==> config.mk <==
export PLATFORM = sky130hd
export DESIGN_NAME = dma_chan_engine
export DESIGN_NICKNAME = d
export VERILOG_FILES = /design/src/rtl/dma_chan_pkg.sv /design/src/rtl/dma_chan_regs.sv /design/src/rtl/dma_chan_fsm.sv /design/src/rtl/dma_chan_outdec.sv /design/src/rtl/dma_chan_engine.sv
export SDC_FILE = /design/constraint.sdc
export NUM_CORES = 1
export LEC_CHECK = 0
export BUFFER_PORTS_ARGS = -buffer_cell sky130_fd_sc_hd__buf_4
export CORE_ASPECT_RATIO = 2
export CORE_MARGIN = 2
export CORE_UTILIZATION = 55
export DETAILED_ROUTE_END_ITERATION = 10
export GPL_TIMING_DRIVEN = 0
export PLACE_DENSITY = 0.74
export SYNTH_ARGS = -nofsm -noshare
export SYNTH_HDL_FRONTEND = slang
export SYNTH_HIERARCHICAL = 1
export SYNTH_SLANG_ARGS = --single-unit
==> constraint.sdc <==
create_clock -name clk -period 3.55 [get_ports clk]
set_clock_uncertainty 0.1 [all_clocks]
set_input_delay 0.5325 -clock clk [delete_from_list [all_inputs] [get_ports clk]]
set_output_delay 0.5325 -clock clk [all_outputs]
set_load 0.03 [all_outputs]
==> src/rtl/dma_chan_pkg.sv <==
package dma_chan_pkg;

    typedef enum logic [1:0] {
        XT_VERIFY  = 2'b00,
        XT_WRITE   = 2'b01,
        XT_READ    = 2'b10,
        XT_VERIFY2 = 2'b11
    } xfer_kind_e;

    typedef enum logic [1:0] {
        ST_IDLE,
        ST_XFER,
        ST_WAIT,
        ST_TERM
    } chan_state_e;

    typedef enum logic [1:0] {
        RS_ADDR  = 2'd0,
        RS_COUNT = 2'd1,
        RS_MODE  = 2'd2,
        RS_MASK  = 2'd3
    } reg_sel_e;

    localparam int MODE_AUTO_BIT = 4;
    localparam int MODE_DEC_BIT  = 5;

    typedef struct packed {
        logic       dec;
        logic       auto_init;
        xfer_kind_e kind;
    } mode_t;

    function automatic logic is_verify(input xfer_kind_e k);
        return (k == XT_VERIFY) || (k == XT_VERIFY2);
    endfunction

endpackage

==> src/rtl/dma_chan_regs.sv <==
module dma_chan_regs
    import dma_chan_pkg::*;
#(
    parameter int ADDR_W = 16,
    parameter int CNT_W  = 16
) (
    input  logic              clk,
    input  logic              rst_n,
    input  logic              reg_wr,
    input  logic [1:0]        reg_sel,
    input  logic [ADDR_W-1:0] reg_wdata,
    input  logic              stat_rd,
    input  logic              step,
    input  logic              term,
    output logic [ADDR_W-1:0] cur_addr,
    output logic [CNT_W-1:0]  cur_cnt,
    output logic              cnt_zero,
    output mode_t             mode_q,
    output logic              mask_q,
    output logic              tc_q
);

    localparam logic [ADDR_W-1:0] ADDR_ONE = ADDR_W'(1);
    localparam logic [CNT_W-1:0]  CNT_ONE  = CNT_W'(1);

    logic [ADDR_W-1:0] base_addr;
    logic [CNT_W-1:0]  base_cnt;
    logic              tc_hit;

    assign cnt_zero = (cur_cnt == '0);
    assign tc_hit   = step && cnt_zero;

    always_ff @(posedge clk or negedge rst_n) begin
        if (!rst_n) begin
            base_addr <= '0;
            base_cnt  <= '0;
            cur_addr  <= '0;
            cur_cnt   <= '0;
            mode_q    <= '0;
            mask_q    <= 1'b1;
        end else begin
            if (step) begin
                cur_addr <= mode_q.dec ? cur_addr - ADDR_ONE : cur_addr + ADDR_ONE;
                cur_cnt  <= cur_cnt - CNT_ONE;
            end
            if (term) begin
                if (mode_q.auto_init) begin
                    cur_addr <= base_addr;
                    cur_cnt  <= base_cnt;
                end else begin
                    mask_q <= 1'b1;
                end
            end
            if (reg_wr) begin
                unique case (reg_sel_e'(reg_sel))
                    RS_ADDR: begin
                        base_addr <= reg_wdata;
                        cur_addr  <= reg_wdata;
                    end
                    RS_COUNT: begin
                        base_cnt <= reg_wdata[CNT_W-1:0];
                        cur_cnt  <= reg_wdata[CNT_W-1:0];
                    end
                    RS_MODE: begin
                        mode_q.kind      <= xfer_kind_e'(reg_wdata[1:0]);
                        mode_q.auto_init <= reg_wdata[MODE_AUTO_BIT];
                        mode_q.dec       <= reg_wdata[MODE_DEC_BIT];
                    end
                    RS_MASK: mask_q <= reg_wdata[0];
                endcase
            end
        end
    end

    always_ff @(posedge clk or negedge rst_n) begin
        if (!rst_n) begin
            tc_q <= 1'b0;
        end else if (tc_hit) begin
            tc_q <= 1'b1;
        end else if (stat_rd) begin
            tc_q <= 1'b0;
        end
    end

endmodule

==> src/rtl/dma_chan_fsm.sv <==
module dma_chan_fsm
    import dma_chan_pkg::*;
(
    input  logic        clk,
    input  logic        rst_n,
    input  logic        dreq,
    input  logic        ready,
    input  logic        eop_in,
    input  logic        mask_q,
    input  logic        cnt_zero,
    input  xfer_kind_e  kind,
    output chan_state_e state_q,
    output logic        step,
    output logic        term
);

    chan_state_e state_d;
    logic        cycle_ok;
    chan_state_e after_done;

    assign cycle_ok   = ready || is_verify(kind);
    assign after_done = cnt_zero ? ST_TERM : (dreq ? ST_XFER : ST_IDLE);

    always_ff @(posedge clk or negedge rst_n) begin
        if (!rst_n) begin
            state_q <= ST_IDLE;
        end else begin
            state_q <= state_d;
        end
    end

    always_comb begin
        state_d = state_q;
        step    = 1'b0;
        term    = 1'b0;
        unique case (state_q)
            ST_IDLE: begin
                if (dreq && !mask_q) begin
                    state_d = ST_XFER;
                end
            end
            ST_XFER, ST_WAIT: begin
                if (eop_in) begin
                    state_d = ST_TERM;
                end else if (cycle_ok) begin
                    step    = 1'b1;
                    state_d = after_done;
                end else begin
                    state_d = ST_WAIT;
                end
            end
            ST_TERM: begin
                term    = 1'b1;
                state_d = ST_IDLE;
            end
        endcase
    end

endmodule

==> src/rtl/dma_chan_outdec.sv <==
module dma_chan_outdec
    import dma_chan_pkg::*;
#(
    parameter int ADDR_W = 16
) (
    input  chan_state_e       state_q,
    input  xfer_kind_e        kind,
    input  logic [ADDR_W-1:0] cur_addr,
    output logic              dack,
    output logic [ADDR_W-1:0] addr_out,
    output logic              mem_rd,
    output logic              mem_wr,
    output logic              io_rd,
    output logic              io_wr,
    output logic              eop_out
);

    always_comb begin
        dack     = 1'b0;
        addr_out = '0;
        mem_rd   = 1'b0;
        mem_wr   = 1'b0;
        io_rd    = 1'b0;
        io_wr    = 1'b0;
        eop_out  = 1'b0;
        unique case (state_q)
            ST_IDLE: ;
            ST_XFER, ST_WAIT: begin
                dack     = 1'b1;
                addr_out = cur_addr;
                if (kind == XT_WRITE) begin
                    mem_wr = 1'b1;
                    io_rd  = 1'b1;
                end else if (kind == XT_READ) begin
                    mem_rd = 1'b1;
                    io_wr  = 1'b1;
                end
            end
            ST_TERM: eop_out = 1'b1;
        endcase
    end

endmodule

==> src/rtl/dma_chan_engine.sv <==
module dma_chan_engine
    import dma_chan_pkg::*;
#(
    parameter int ADDR_W = 16,
    parameter int CNT_W  = 16
) (
    input  logic              clk,
    input  logic              rst_n,
    input  logic              reg_wr,
    input  logic [1:0]        reg_sel,
    input  logic [ADDR_W-1:0] reg_wdata,
    input  logic              stat_rd,
    input  logic              dreq,
    input  logic              ready,
    input  logic              eop_in,
    output logic              dack,
    output logic [ADDR_W-1:0] addr_out,
    output logic              mem_rd,
    output logic              mem_wr,
    output logic              io_rd,
    output logic              io_wr,
    output logic              eop_out,
    output logic              chan_mask,
    output logic              stat_tc
);

    logic [ADDR_W-1:0] cur_addr;
    logic [CNT_W-1:0]  cur_cnt;
    logic              cnt_zero;
    mode_t             mode_q;
    chan_state_e       state_q;
    logic              step;
    logic              term;
    logic              auto_en;

    assign auto_en = mode_q.auto_init;

    dma_chan_regs #(.ADDR_W(ADDR_W), .CNT_W(CNT_W)) u_regs (
        .clk       (clk),
        .rst_n     (rst_n),
        .reg_wr    (reg_wr),
        .reg_sel   (reg_sel),
        .reg_wdata (reg_wdata),
        .stat_rd   (stat_rd),
        .step      (step),
        .term      (term),
        .cur_addr  (cur_addr),
        .cur_cnt   (cur_cnt),
        .cnt_zero  (cnt_zero),
        .mode_q    (mode_q),
        .mask_q    (chan_mask),
        .tc_q      (stat_tc)
    );

    dma_chan_fsm u_fsm (
        .clk      (clk),
        .rst_n    (rst_n),
        .dreq     (dreq),
        .ready    (ready),
        .eop_in   (eop_in),
        .mask_q   (chan_mask),
        .cnt_zero (cnt_zero),
        .kind     (mode_q.kind),
        .state_q  (state_q),
        .step     (step),
        .term     (term)
    );

    dma_chan_outdec #(.ADDR_W(ADDR_W)) u_out (
        .state_q  (state_q),
        .kind     (mode_q.kind),
        .cur_addr (cur_addr),
        .dack     (dack),
        .addr_out (addr_out),
        .mem_rd   (mem_rd),
        .mem_wr   (mem_wr),
        .io_rd    (io_rd),
        .io_wr    (io_wr),
        .eop_out  (eop_out)
    );

endmodule

==> results.txt, run 1 <==
* Share of synthesized cell area in full adder, half adder and majority cells: 0.0586
- Layout cell share with drive strength beyond 1: 0.171
- In this run the vertical extent of the chip is ~130 µm.
- Count of unique library cells instantiated by Yosys: 67
- Io pins: 49
- Largest net degree at the start of global routing: 73
- At the pin with the least slew margin, the transition time is about 1.1 ns.
- During placement, the flow inserted port buffers numbering 48.
* Number of cells produced by synthesis: 510
- Number of synthesized register bits: 72
* Mean routed wirelength per cell: 16.4 µm
- For this run, the leading register cell type out of synthesis is dfrtp_1.
- Across the VDD grid, the largest voltage drop is 0.520 mV.
- Global-route wire length before repair: 17600 µm
- Adding up every negative setup slack in the final design gives 0 ns.
- Hold repair after CTS inserted 0 buffers.
* Power Density: 927 mW/mm²
* Die Footprint: 0.00877 mm²
* Total of cells resized after clock tree synthesis: 0
- STA classifies the critical path endpoint as a register.
- Total overflow reported by the global router: 0
- After detailed routing, the total wire length is 11000 µm.
- The worst register-to-register path has a setup slack of 0.42 ns.
- The tree is rooted in a clkbuf_16.
- Insertion delay of the later-clocked pin in the worst-skew pair: 0.33 ns
- Of the total synthesized cell area, the portion taken by AND, OR, NAND and NOR gates is 0.241.
* Num CTS Buffers: 9
- Setup repair after global routing left no endpoint under its margin.
- Crit path top cell by count: o21ai_1
- The number of max-slew violations in the final report came to 0.
* Xor/xnor cell area share of the yosys netlist: 0.0498
- Mean area per synthesized cell: around 8.6 µm²
* Via count: 3861
- Power dissipated by switching net loads: between 2 and 2.5 mW
* Avg Vias per Cell: around 5.8
- For this run, the detailed router's first-pass iteration total came to 5.
- Largest buffer count on any clock path: 2
- The first routing iteration left 251 violations.
- Portion of the clock cycle consumed by the worst path in the final layout: 0.881
- Max Cap Violations: 0
- Met1 usage in global routing: 0.352
- The floorplan step defined a core boundary enclosing between 0.007 and 0.008 mm².
* Met2 layer usage reported by global route: 0.444
* Net switching share of the total power: 0.428
- Initial antenna violation count: 0
- Final worst slack: around 0.42 ns
* Share of total power in the clock network: 0.173
- By startpoint and endpoint, the worst setup path is classified as reg2reg.
- Clock transition at the registers of the reported paths: 0.05 ns
- In the global route stage, met3 resource usage came out at 0.0497.
- WP buf/inv: 0
* Routability congestion estimate: ~0.9
- In this run the worst path has a maximum fanout of 19.
- Final net count: a little over 600
- Combinational fraction of design power: 0.546
- The mapped netlist covers 0.00440 mm².
* Top Usage Layer GRT: met2
* Hold Violations, Final: 0
- CP startpoint kind: register
* Count of endpoints failing setup in the final report: 0
- HPWL after detailed placement: between 8000 and 9000 µm
* Internal power: around 2.7 mW
* CTS tree: done
- Register-to-Register Path Depth: 8
- Category of cells accounting for the largest share of critical-path delay: compound AO/OA/AOI/OAI gates
* Post-Place Worst Slack: 0.423 ns
- Total global-route track usage: 0.273
- Peak Freq: around 320 MHz
- On the worst path, the slowest cell contributes a delay of between 0.6 and 0.7 ns.
- Leakage power total: 2.44 nW
- Count of antenna-violating nets left after detailed routing: 0
- After floorplanning, the core was divided into 46 placement rows.
* Data arrival time of the critical path: 3.25 ns
- Standard cell with the maximum stage delay on the critical path: dfrtp_1
- For the worst setup path, the data required time is 3.67 ns.
* Chip width: approximately 67 µm
- In this run the critical register-to-register path is launched from u_regs/mode_q[3].
- Main combinational cell family by area after synthesis: simple AND/OR/NAND/NOR gates
- Worst r2r dst: u_regs/cur_addr[12]
* Ant. Diodes: 0
* Count of filler cells inserted in the layout: 673
- Proportion of synthesized chip area in sequential cells: 0.410
* Final min period: 3.13 ns
- The portion of synthesized area spent on multiplexers is 0.0239.
* Count of yosys warnings during synthesis: 6
- Path type of the worst min-delay path: in2async
* Outcome: completed
- Clock net sink count: 72
- Compared with the post-synthesis result, the final layout area differs by 17.2%.
* Number of global-route vias before repair: between 3000 and 4000
* Initial core utilization: 0.562
- Counting every net in the synthesized netlist gives 555.
* Worst max-slew margin expressed relative to the limit: 0.274
- For this run, asynchronously set or reset flops after synthesis account for 1.00.
- Number of synthesized flops with an enable pin: 0
- Cell chain of the critical path: fa_1 -> a211oi_1 -> o21ai_1 -> a221oi_1 -> o21ai_1 -> xnor2_1 -> and3_1 -> o41ai_1
* Post-CTS repair timing setup buffer count: 0
* Sequential cell fraction of total power: 0.280
* Synthesized-area fraction occupied by ao, oa, aoi and oai cells: 0.178
- At the end of the flow the core is filled with cells to 0.658.
- DRC errors left: 0
- CTS built an H-tree with a depth of 3.
kinds of logic after synthesis:
group / Yosys count
and+or+nand+nor: 219
AOI/OAI and AO/OA: 127
DFF: 72
buffers and inverters: 37
xor gates and xnor gates: 25
adders and majority gates: 20
muxes: 10
metal layers:
layer  wire [µm]  vias to the layer above  share of wire
met5           0                        -              0
met1        4480                     1809           0.41
li1            -                     1887              -
met4         304                        0          0.028
met2        5520                      146           0.50
met3         657                       19          0.060
cells in the mapped netlist, drive strengths merged, types with 2 or more instances:
master / instances / area share
nand2: 111 / 0.095
dfrtp: 71 / 0.40
o21ai: 45 / 0.051
nor2: 40 / 0.034
a21oi: 32 / 0.036
ha: 19 / 0.054
and2: 18 / 0.029
xnor2: 16 / 0.032
clkbuf: 14 / 0.013
buf: 13 / 0.018
inv: 10 / 0.0085
a211oi: 9 / 0.015
xor2: 9 / 0.018
nand3: 8 / 0.0091
nor3: 8 / 0.013
a21o: 6 / 0.010
mux2i: 6 / 0.014
nand2b: 6 / 0.0085
nor3b: 5 / 0.011
a31oi: 4 / 0.0057
mux2: 4 / 0.010
o211ai: 4 / 0.0068
o221ai: 4 / 0.0080
and3: 3 / 0.0046
and3b: 3 / 0.0065
nand3b: 3 / 0.0051
nor4: 3 / 0.0057
o31ai: 3 / 0.0051
a221oi: 2 / 0.0054
a22oi: 2 / 0.0034
nor2b: 2 / 0.0028
o2111ai: 2 / 0.0040
o21a: 2 / 0.0034
o21bai: 2 / 0.0034
o41ai: 2 / 0.0040
or4: 2 / 0.0043
layout make-up:
| cell class | count | area [µm²] | area share |
|---|---|---|---|
| multi-input combinational | 401 | 2420 | 0.471 |
| sequential | 72 | 1800 | 0.350 |
| timing repair buffer | 48 | 360 | 0.0699 |
| clock buffer | 14 | 274 | 0.0532 |
| buffer | 27 | 134 | 0.0260 |
| tap | 96 | 120 | 0.0233 |
| inverter | 10 | 37.5 | 0.00728 |
state kept, by name, summed over array words and instances (netlist names):
signal            count
u_fsm/state_q         2
u_regs/base_addr     16
u_regs/cur_addr      16
u_regs/base_cnt      16
u_regs/mask_q         1
u_regs/tc_q           1
u_regs/cur_cnt       16
u_regs/mode_q         4
power by group through the flow:
stage | registers, mW | logic, mW | clock network, mW
finish | 1.34 | 2.61 | 0.827
global route | 1.38 | 2.90 | 0.879
CTS | 1.34 | 2.62 | 0.844
detailed placement | 1.35 | 2.61 | 0
global placement | 1.35 | 2.57 | 0
floorplan | 1.29 | 1.96 | 0
placed cells by master (no fill, tap or decap), types with 5 or more instances in the layout:
master,Yosys,layout
a211oi_1,9,9
a21o_1,6,6
a21oi_1,32,32
and2_1,6,6
and2_2,12,12
buf_2,5,5
buf_4,2,50
clkbuf_1,13,15
clkbuf_16,0,9
dfrtp_1,71,71
ha_1,19,19
inv_1,10,10
mux2i_1,6,6
nand2_1,111,111
nand2b_1,6,6
nand3_1,8,8
nor2_1,40,40
nor3_1,6,6
o21ai_0,34,34
o21ai_1,11,11
xnor2_1,16,16
xor2_1,9,9
worst max path at each step:
stage | start | end | cells after the start
CTS | u_regs/mode_q[3] | u_regs/cur_addr[12] | 8
global placement | u_regs/mode_q[3] | u_regs/cur_addr[12] | 8
global route | u_regs/mode_q[3] | u_regs/cur_addr[12] | 8
floorplan | u_regs/mode_q[3] | u_regs/cur_addr[12] | 8
detailed placement | u_regs/mode_q[3] | u_regs/cur_addr[12] | 8
finish | u_regs/mode_q[3] | u_regs/cur_addr[12] | 8
through the flow:
stage	hold WS (ns)	cells	cell area (µm²)	total power, mW
final	0.213	668	5150	4.78
after floorplan	0.137	510	4400	3.25
after detailed placement	0.357	654	4880	3.96
after CTS	0.254	668	5150	4.81
after global placement	0.353	654	4880	3.92
after global routing	0.290	668	5150	5.16
Note: power is estimated with default switching activity, not from simulation.
==> run 2: changes to the inputs <==
==> constraint.sdc (replaced) <==
create_clock -name clk -period 3.55 [get_ports clk]
set_clock_uncertainty 0.1 [all_clocks]
set_input_delay 0.1775 -clock clk [delete_from_list [all_inputs] [get_ports clk]]
set_output_delay 0.1775 -clock clk [all_outputs]
set_load 0.03 [all_outputs]
==> run 2 against run 1 <==
  * Register-to-register slack hardly changed
  * Utilization increased by 1.9 points
  * Setup slack improved by 0.013 ns
==> results.txt, run 2 (synthesis gave the netlist of run 1 again) <==
* Path type of the worst min-delay path: in2reg
* Top Usage Layer GRT: met2
- The initial antenna violation count is 0 (unchanged).
* Critical path destination: u_regs/cur_addr[12]
- Clock root buffer master: clkbuf_16
- The final-layout setup total negative slack came to 0 ns (unchanged).
* Met2 layer usage reported by global route: 0.467 (+0.0221)
* Routability congestion estimate: 0.882 (unchanged)
- The clock transition at the register clock pins on the worst setup and hold paths after CTS was 0.05 ns (about the same).
- DRC errors left: 0 (unchanged)
- The critical path starts at u_regs/mode_q[3].
* Num CTS Buffers: 9 (unchanged)
- The remaining global-route overflow is 0 (unchanged).
- The leakage power of the design was 2.50 nW (+2.6%).
- The width of the die came to 67.2 µm (unchanged).
- The via count of the first global-routing pass was 3678 (+2.7%).
- The share of layout cells above drive strength 1 was 0.167 (-0.00438).
- Depth of the CTS H-tree: 3 (unchanged)
- The longest individual stage delay on the worst path came to 0.65 ns (about the same).
* Data arrival time of the critical path: 3.24 ns (about the same)
- Critical path peak fanout: 19 (unchanged)
* Detailed-router iteration count before antenna repair: 7 (+2)
- By startpoint and endpoint, the worst setup path is classified as reg2reg.
- Worst max-slew margin expressed relative to the limit: 0.270 (-0.00402)
- Minimum hold slack: 0.00786 ns (-0.206 ns)
- The starting density of the core is 0.562 (unchanged).
* Met1 usage in global routing: 0.353 (+0.00170)
- Final min period: 3.11 ns (-0.0127 ns)
- Sequential cell fraction of total power: 0.280 (about the same)
- Insertion delay of the later-clocked pin in the worst-skew pair: 0.34 ns (about the same)
- Post-detailed-routing wire length: 11200 µm (+2.5%)
* CTS tree: done
- Worst endpoint required time: 3.67 ns (about the same)
- Io pins: 49 (unchanged)
- Number of violations reported at the end of detailed-routing iteration 0: 262 (+4.4%)
- Portion of the clock cycle consumed by the worst path in the final layout: 0.877 (-0.00357)
- Launch instance of the worst register-to-register path: u_regs/mode_q[3]
- The power density of the placed cells is 904 mW/mm² (-2.5%).
- The count of maximum capacitance violations was 0 (unchanged).
- Die Footprint: 0.00877 mm² (unchanged)
- Mean routed wirelength per cell: 16.5 µm (+0.25%)
- The number of max-slew violations in the final report came to 0 (unchanged).
* Largest buffer count on any clock path: 2 (unchanged)
* Worst r2r dst: u_regs/cur_addr[12]
- The count of vias placed by the detailed router is 3882 (+0.54%).
- The number of buffer and inverter stages on the critical path is 0 (unchanged).
- Area of the core region: 0.00783 mm² (unchanged)
- RSZ-0062 raised after global routing: no
- Most frequent cells in the layout: nand2_1, dfrtp_1, buf_4, nor2_1, o21ai_0
- Standard cell with the maximum stage delay on the critical path: dfrtp_1
- The total number of nets in the final design was 629 (+2.4%).
* Share of total power in the clock network: 0.173 (about the same)
- Largest net degree at the start of global routing: 73 (unchanged)
- Port Buffers: 48 (unchanged)
- Peak supply drop: 0.520 mV (about the same)
- Logic depth of the worst path, buffers included: 8 (unchanged)
- Count of endpoints failing setup in the final report: 0 (unchanged)
- STA classifies the critical path endpoint as a register.
- Global-route wire length before repair: 18000 µm (+2.4%)
* Net switching share of the total power: 0.428 (about the same)
* Total of cells resized after clock tree synthesis: 0 (unchanged)
- Walking the worst path, the cells encountered are fa_1 -> a211oi_1 -> o21ai_1 -> a221oi_1 -> o21ai_1 -> xnor2_1 -> and3_1 -> o41ai_1.
- The part of the total power dissipated in combinational logic is 0.548 (+0.002).
- The count of clock tree sinks was 72 (unchanged).
* Outcome: completed
- Slew at the pin with the worst max-slew slack: 1.09 ns (+0.00602 ns)
* Commonest non-fill, non-tap cell in the layout: nand2_1
- The worst reg-to-reg path cell count came to 8 (unchanged).
* Reg-to-reg slack, setup: 0.44 ns (about the same)
- STA classifies the critical path startpoint as a register.
* Total global-route track usage: 0.280 (+0.00709)
- The net switching power was 2.05 mW (+0.36%).
- Number of cell rows: 46 (unchanged)
- The most numerous cell type found on the critical path is o21ai_1.
- The estimated wirelength of the detail-placed design came to 8040 µm (unchanged).
* Global-route met3 utilization: 0.0488 (-0.000856)
* Internal power: 2.74 mW (+0.40%)
- The maximum clock rate came to 321 MHz (+0.41%).
- The antenna cell count is 0 (unchanged).
* Avg Vias per Cell: 5.68 (-1.7%)
- Count of antenna-violating nets left after detailed routing: 0 (unchanged)
* Category of cells accounting for the largest share of critical-path delay: compound AO/OA/AOI/OAI gates
- Vertical die dimension: 130 µm (unchanged)
* Hold Violations, Final: 0 (unchanged)
* Area growth syn-to-layout: 20.6%
[run 2: layout make-up]
class | instances | area [µm²]
fillers | 644 | 2520
multi-input cells | 401 | 2420
flip-flops and latches | 72 | 1800
repair buffers | 63 | 510
clock buffers | 14 | 274
plain buffers | 27 | 134
well taps | 96 | 120
inverters | 10 | 37.5
[run 2: worst min-delay path by stage]
stage | slack [ns] | endpoint | startpoint | cells after the start
finish | 0.008 | u_regs/base_addr[7] | reg_wdata[7] | 3
global route | 0.007 | u_regs/base_addr[8] | reg_wdata[8] | 3
CTS | 0.0007 | u_regs/mode_q[3] | reg_wdata[5] | 2
detailed placement | 0.26 | u_fsm/state_q[1] | rst_n | 1
global placement | 0.26 | u_fsm/state_q[0] | rst_n | 1
floorplan | -0.22 | u_fsm/state_q[0] | rst_n | 0
[run 2: what timing repair did]
action                    4_1_cts  5_1_grt
hold buffers                   14        1
hold endpoints to repair       94        1
buffers inserted                0        0
[run 2: metrics by stage]
stage                     instance area (µm²)  utilization  std cells  worst slack, ns  total power, mW
after CTS                                5290        0.676        682            0.406             4.82
after detailed placement                 4880        0.623        654            0.423             3.96
after floorplan                          4400            -        510            0.911             3.25
after global placement                   4880        0.623        654            0.455             3.92
after global routing                     5300        0.678        683            0.194             5.18
final                                    5300        0.678        683            0.436             4.80
[run 2: tightest hold or removal path: stages]
cell and delay [ns]:
buf_4 0.10, nand2_1 0.07, nand2_1 0.06
[run 2: power groups by stage]
stage | clock (mW) | combinational, mW | sequential (mW)
after floorplan | 0 | 1.96 | 1.29
after global placement | 0 | 2.57 | 1.35
after detailed placement | 0 | 2.61 | 1.35
after CTS | 0.844 | 2.63 | 1.34
after global routing | 0.879 | 2.92 | 1.38
final | 0.829 | 2.63 | 1.34
[run 2: routing by layer]
metal	vias to the layer above	routed length, µm
met2	113	5760
met1	1834	4640
met3	19	527
met4	0	303
met5	-	0
li1	1916	-
==> run 3: changes to the inputs <==
- SYNTH_HIERARCHICAL: 1 -> unset
==> run 3 against run 2 <==
  * Fmax rose by 4.5%
  * Setup slack better by 0.13 ns
  * Design area increased by 0.21%
  * Synthesized cell count grew 2.5%
  * Power rose by 2.0%
  * First-iteration DRC count rose by 49%
  * Sequential share of layout area down 0.072 points
  * Largest cell class unchanged
==> results.txt, run 3 <==
* Avg Vias per Cell: 5.82 (+2.4%)
- The most numerous cell type found on the critical path is a21oi_1.
- Chip width: 67.2 µm (-0.13%)
- Fin util: 0.679 (+0.00144)
- The cell area after synthesis is 0.00439 mm² (-0.28%).
- The count of different cell masters after synthesis came to 56 (-16%).
- Mean routed wirelength per cell: 17.4 µm (+6.0%)
- The highest ir drop seen on vdd is 0.602 mV (+16%).
* Number of cells produced by synthesis: 523 (+2.5%)
- Peak Freq: 336 MHz (+4.5%)
* Routability congestion estimate: 0.906 (+2.7%)
- Largest buffer count on any clock path: 2 (unchanged)
- Most frequent cells in the layout: nand2_1, dfrtp_1, buf_4, o21ai_0, nor2_1
- Cell type with the largest total area after synthesis: dfrtp_1
* Io pins: 49 (unchanged)
- Number of global-route vias before repair: 4024 (+9.4%)
- The share of layout cells above drive strength 1 is 0.132 (-0.0345).
- Die Footprint: 0.00875 mm² (-0.27%)
- Final net count: 644 (+2.4%)
- Worst endpoint required time: 3.70 ns (+0.03 ns)
* Number of cell rows: 46 (unchanged)
* Mean area per synthesized cell: 8.39 µm² (-2.8%)
* Global-route wire length before repair: 19800 µm (+9.9%)
- Outcome: completed
- RSZ-0062 raised after global routing: no
* Ant. Diodes: 0 (unchanged)
- The sum of routed wire length over all layers came to 12200 µm (+8.7%).
- The largest net degree at the start of global routing was 73 (unchanged).
- The global-route usage over all layers is 0.302 (+0.0216).
- The final-layout setup total negative slack was 0 ns (unchanged).
- Count of filler cells inserted in the layout: 684 (+6.2%)
- By area the synthesized netlist is led by dfrtp_1, nand2_1, ha_1, o21ai_0, xnor2_1.
- Hold Violations, Final: 0 (unchanged)
* Critical path peak fanout: 17 (-2)
* Proportion of synthesized chip area in sequential cells: 0.411 (+0.00117)
- In the post-synthesis netlist, the cell with the most instances is nand2_1.
- Depth of the CTS H-tree: 3 (unchanged)
- Number of synthesized flops with an enable pin: 0 (unchanged)
- Insertion delay of the later-clocked pin in the worst-skew pair: 0.34 ns (about the same)
* Power Density: 921 mW/mm² (+1.8%)
- Worst max-slew margin expressed relative to the limit: 0.388 (+0.118)
- After synthesis, the most frequently instantiated cells are nand2_1, dfrtp_1, o21ai_0, nor2_1, a21oi_1.
- Multi-input combinational cell area: 0.00241 mm² (-0.41%)
- Total overflow reported by the global router: 0 (unchanged)
- Top cell type's share of synthesized area: 0.405 (+0.00115)
- Post-CTS repair timing setup buffer count: 0 (unchanged)
- Slew at the pin with the worst max-slew slack: 0.918 ns (-0.174 ns)
* Area of the core region: 0.00783 mm² (unchanged)
- Clock root buffer master: clkbuf_16
- Max Cap Violations: 0 (unchanged)
- The number of buffers created by CTS is 9 (unchanged).
- The synthesized net count was 568 (+2.3%).
* Port Buffers: 48 (unchanged)
- Placed Area: 0.00487 mm² (-0.26%)
- The fraction of registers with async set or reset after synthesis was 1.00 (unchanged).
- Initial core utilization: 0.560 (-0.00160)
* Via count: 4076 (+5.0%)
- Area growth syn-to-layout: 21.2%
- The critical path data arrival time is 3.13 ns (-0.11 ns).
- Number of violations reported at the end of detailed-routing iteration 0: 390 (+49%)
- The initial antenna violation count was 0 (unchanged).
- The number of warnings issued by yosys is 0 (-6).
- The number of max-slew violations in the final report is 0 (unchanged).
* Vertical die dimension: 130 µm (-0.14%)
- TritonCTS built the clock tree.
- Cell chain of the critical path: ha_1 -> a21oi_1 -> o2111ai_1 -> and2_1 -> o311ai_0 -> a21oi_1 -> o31ai_1
- Reg-to-reg slack, setup: 0.57 ns (+0.13 ns)
- Detailed-router iteration count before antenna repair: 5 (-2)
* Worst Setup End Kind: register
- Commonest non-fill, non-tap cell in the layout: nand2_1
- Count of endpoints failing setup in the final report: 0 (unchanged)
* Number of synthesized register bits: 72 (unchanged)
* Final min period: 2.98 ns (-0.135 ns)
- By startpoint and endpoint, the worst setup path is classified as reg2reg.
* Delay contributed by the slowest stage of the critical path: 0.81 ns (+0.16 ns)
- The most used flip-flop cell after synthesis is dfrtp_1.
* HPWL after detailed placement: 8730 µm (+8.6%)
- Clock net sink count: 72 (unchanged)
- The number of buffer and inverter stages on the critical path was 0 (unchanged).
- DRC errors left: 0 (unchanged)
- Path type of the worst min-delay path: in2reg
- The share of the clock period used by the worst path came to 0.839 (-0.0380).
* CP startpoint kind: register
- The final non-filler cell area is 0.00532 mm² (+0.21%).
- Clock transition at the registers of the reported paths: 0.06 ns (about the same)
- The area occupied by registers came to 0.00180 mm² (unchanged).
* Category of cells accounting for the largest share of critical-path delay: compound AO/OA/AOI/OAI gates
- The leakage power of the design came to 2.44 nW (-2.3%).
* Count of antenna-violating nets left after detailed routing: 0 (unchanged)
- Among all stages on the critical path, the largest delay is contributed by dfrtp_1.
-- run 3: final timing paths --
check,start,to,cells after the start
worst max-delay path,u_regs.mode_q[3],u_regs.cur_addr[11],7
worst min-delay path,reg_wdata[6],u_regs.base_addr[6],3
worst max register to register,u_regs.mode_q[3],u_regs.cur_addr[11],7
worst min register to register,u_regs.base_cnt[5],u_regs.base_cnt[5],2
max in group asynchronous,rst_n,u_regs.base_cnt[8],2
min in group asynchronous,rst_n,u_regs.cur_addr[9],2
-- run 3: tightest hold or removal path: stages --
cell and delay, ns:
buf_4 0.10, nand2_1 0.07, nand2_1 0.06
-- run 3: layout make-up --
class,count,share of cell area
well taps,96,0.0226
plain buffers,28,0.0212
repair buffers,65,0.0998
flip-flops and latches,72,0.339
clock inverters,3,0.00330
clock buffers,13,0.0490
multi-input cells,408,0.454
inverters,15,0.0106
-- run 3: cells by family (layout without fill, tap and decap cells) --
kind of cell	Yosys count	in the layout	share of synthesized area
muxes	7	7	0.0171
xor gates and xnor gates	25	25	0.0499
DFF	72	72	0.411
adders and majority gates	20	20	0.0588
AOI/OAI and AO/OA	125	125	0.181
buffers and inverters	43	124	0.0385
and+or+nand+nor	231	231	0.244
-- run 3: metrics by stage --
step                hold slack, ns  total power [mW]  cells  worst slack (ns)
floorplan                   -0.218              3.22    523              1.16
global placement             0.265              3.97    667             0.611
detailed placement           0.264              4.01    667             0.650
CTS                        0.00486              4.88    700             0.586
global route                0.0330              5.22    700             0.406
finish                     0.00239              4.89    700             0.571
-- run 3: power breakdown --
part | switching [mW] | internal [mW]
Combinational | 1.60 | 1.09
Clock | 0.339 | 0.509
Sequential | 0.264 | 1.09
-- run 3: per-layer routing --
metal	global-route usage	wire [µm]	up-vias
met3	0.0466	566	22
li1	-	-	1982
met1	0.377	5140	1938
met4	0.113	244	0
met5	0	0	-
met2	0.515	6260	134
-- run 3: what timing repair did --
item / in CTS / in global routing
hold buffers: 17 / 0
gates resized for setup: 0 / 0
endpoints found under the hold margin: 94 / 0
setup endpoints to repair: 0 / 0
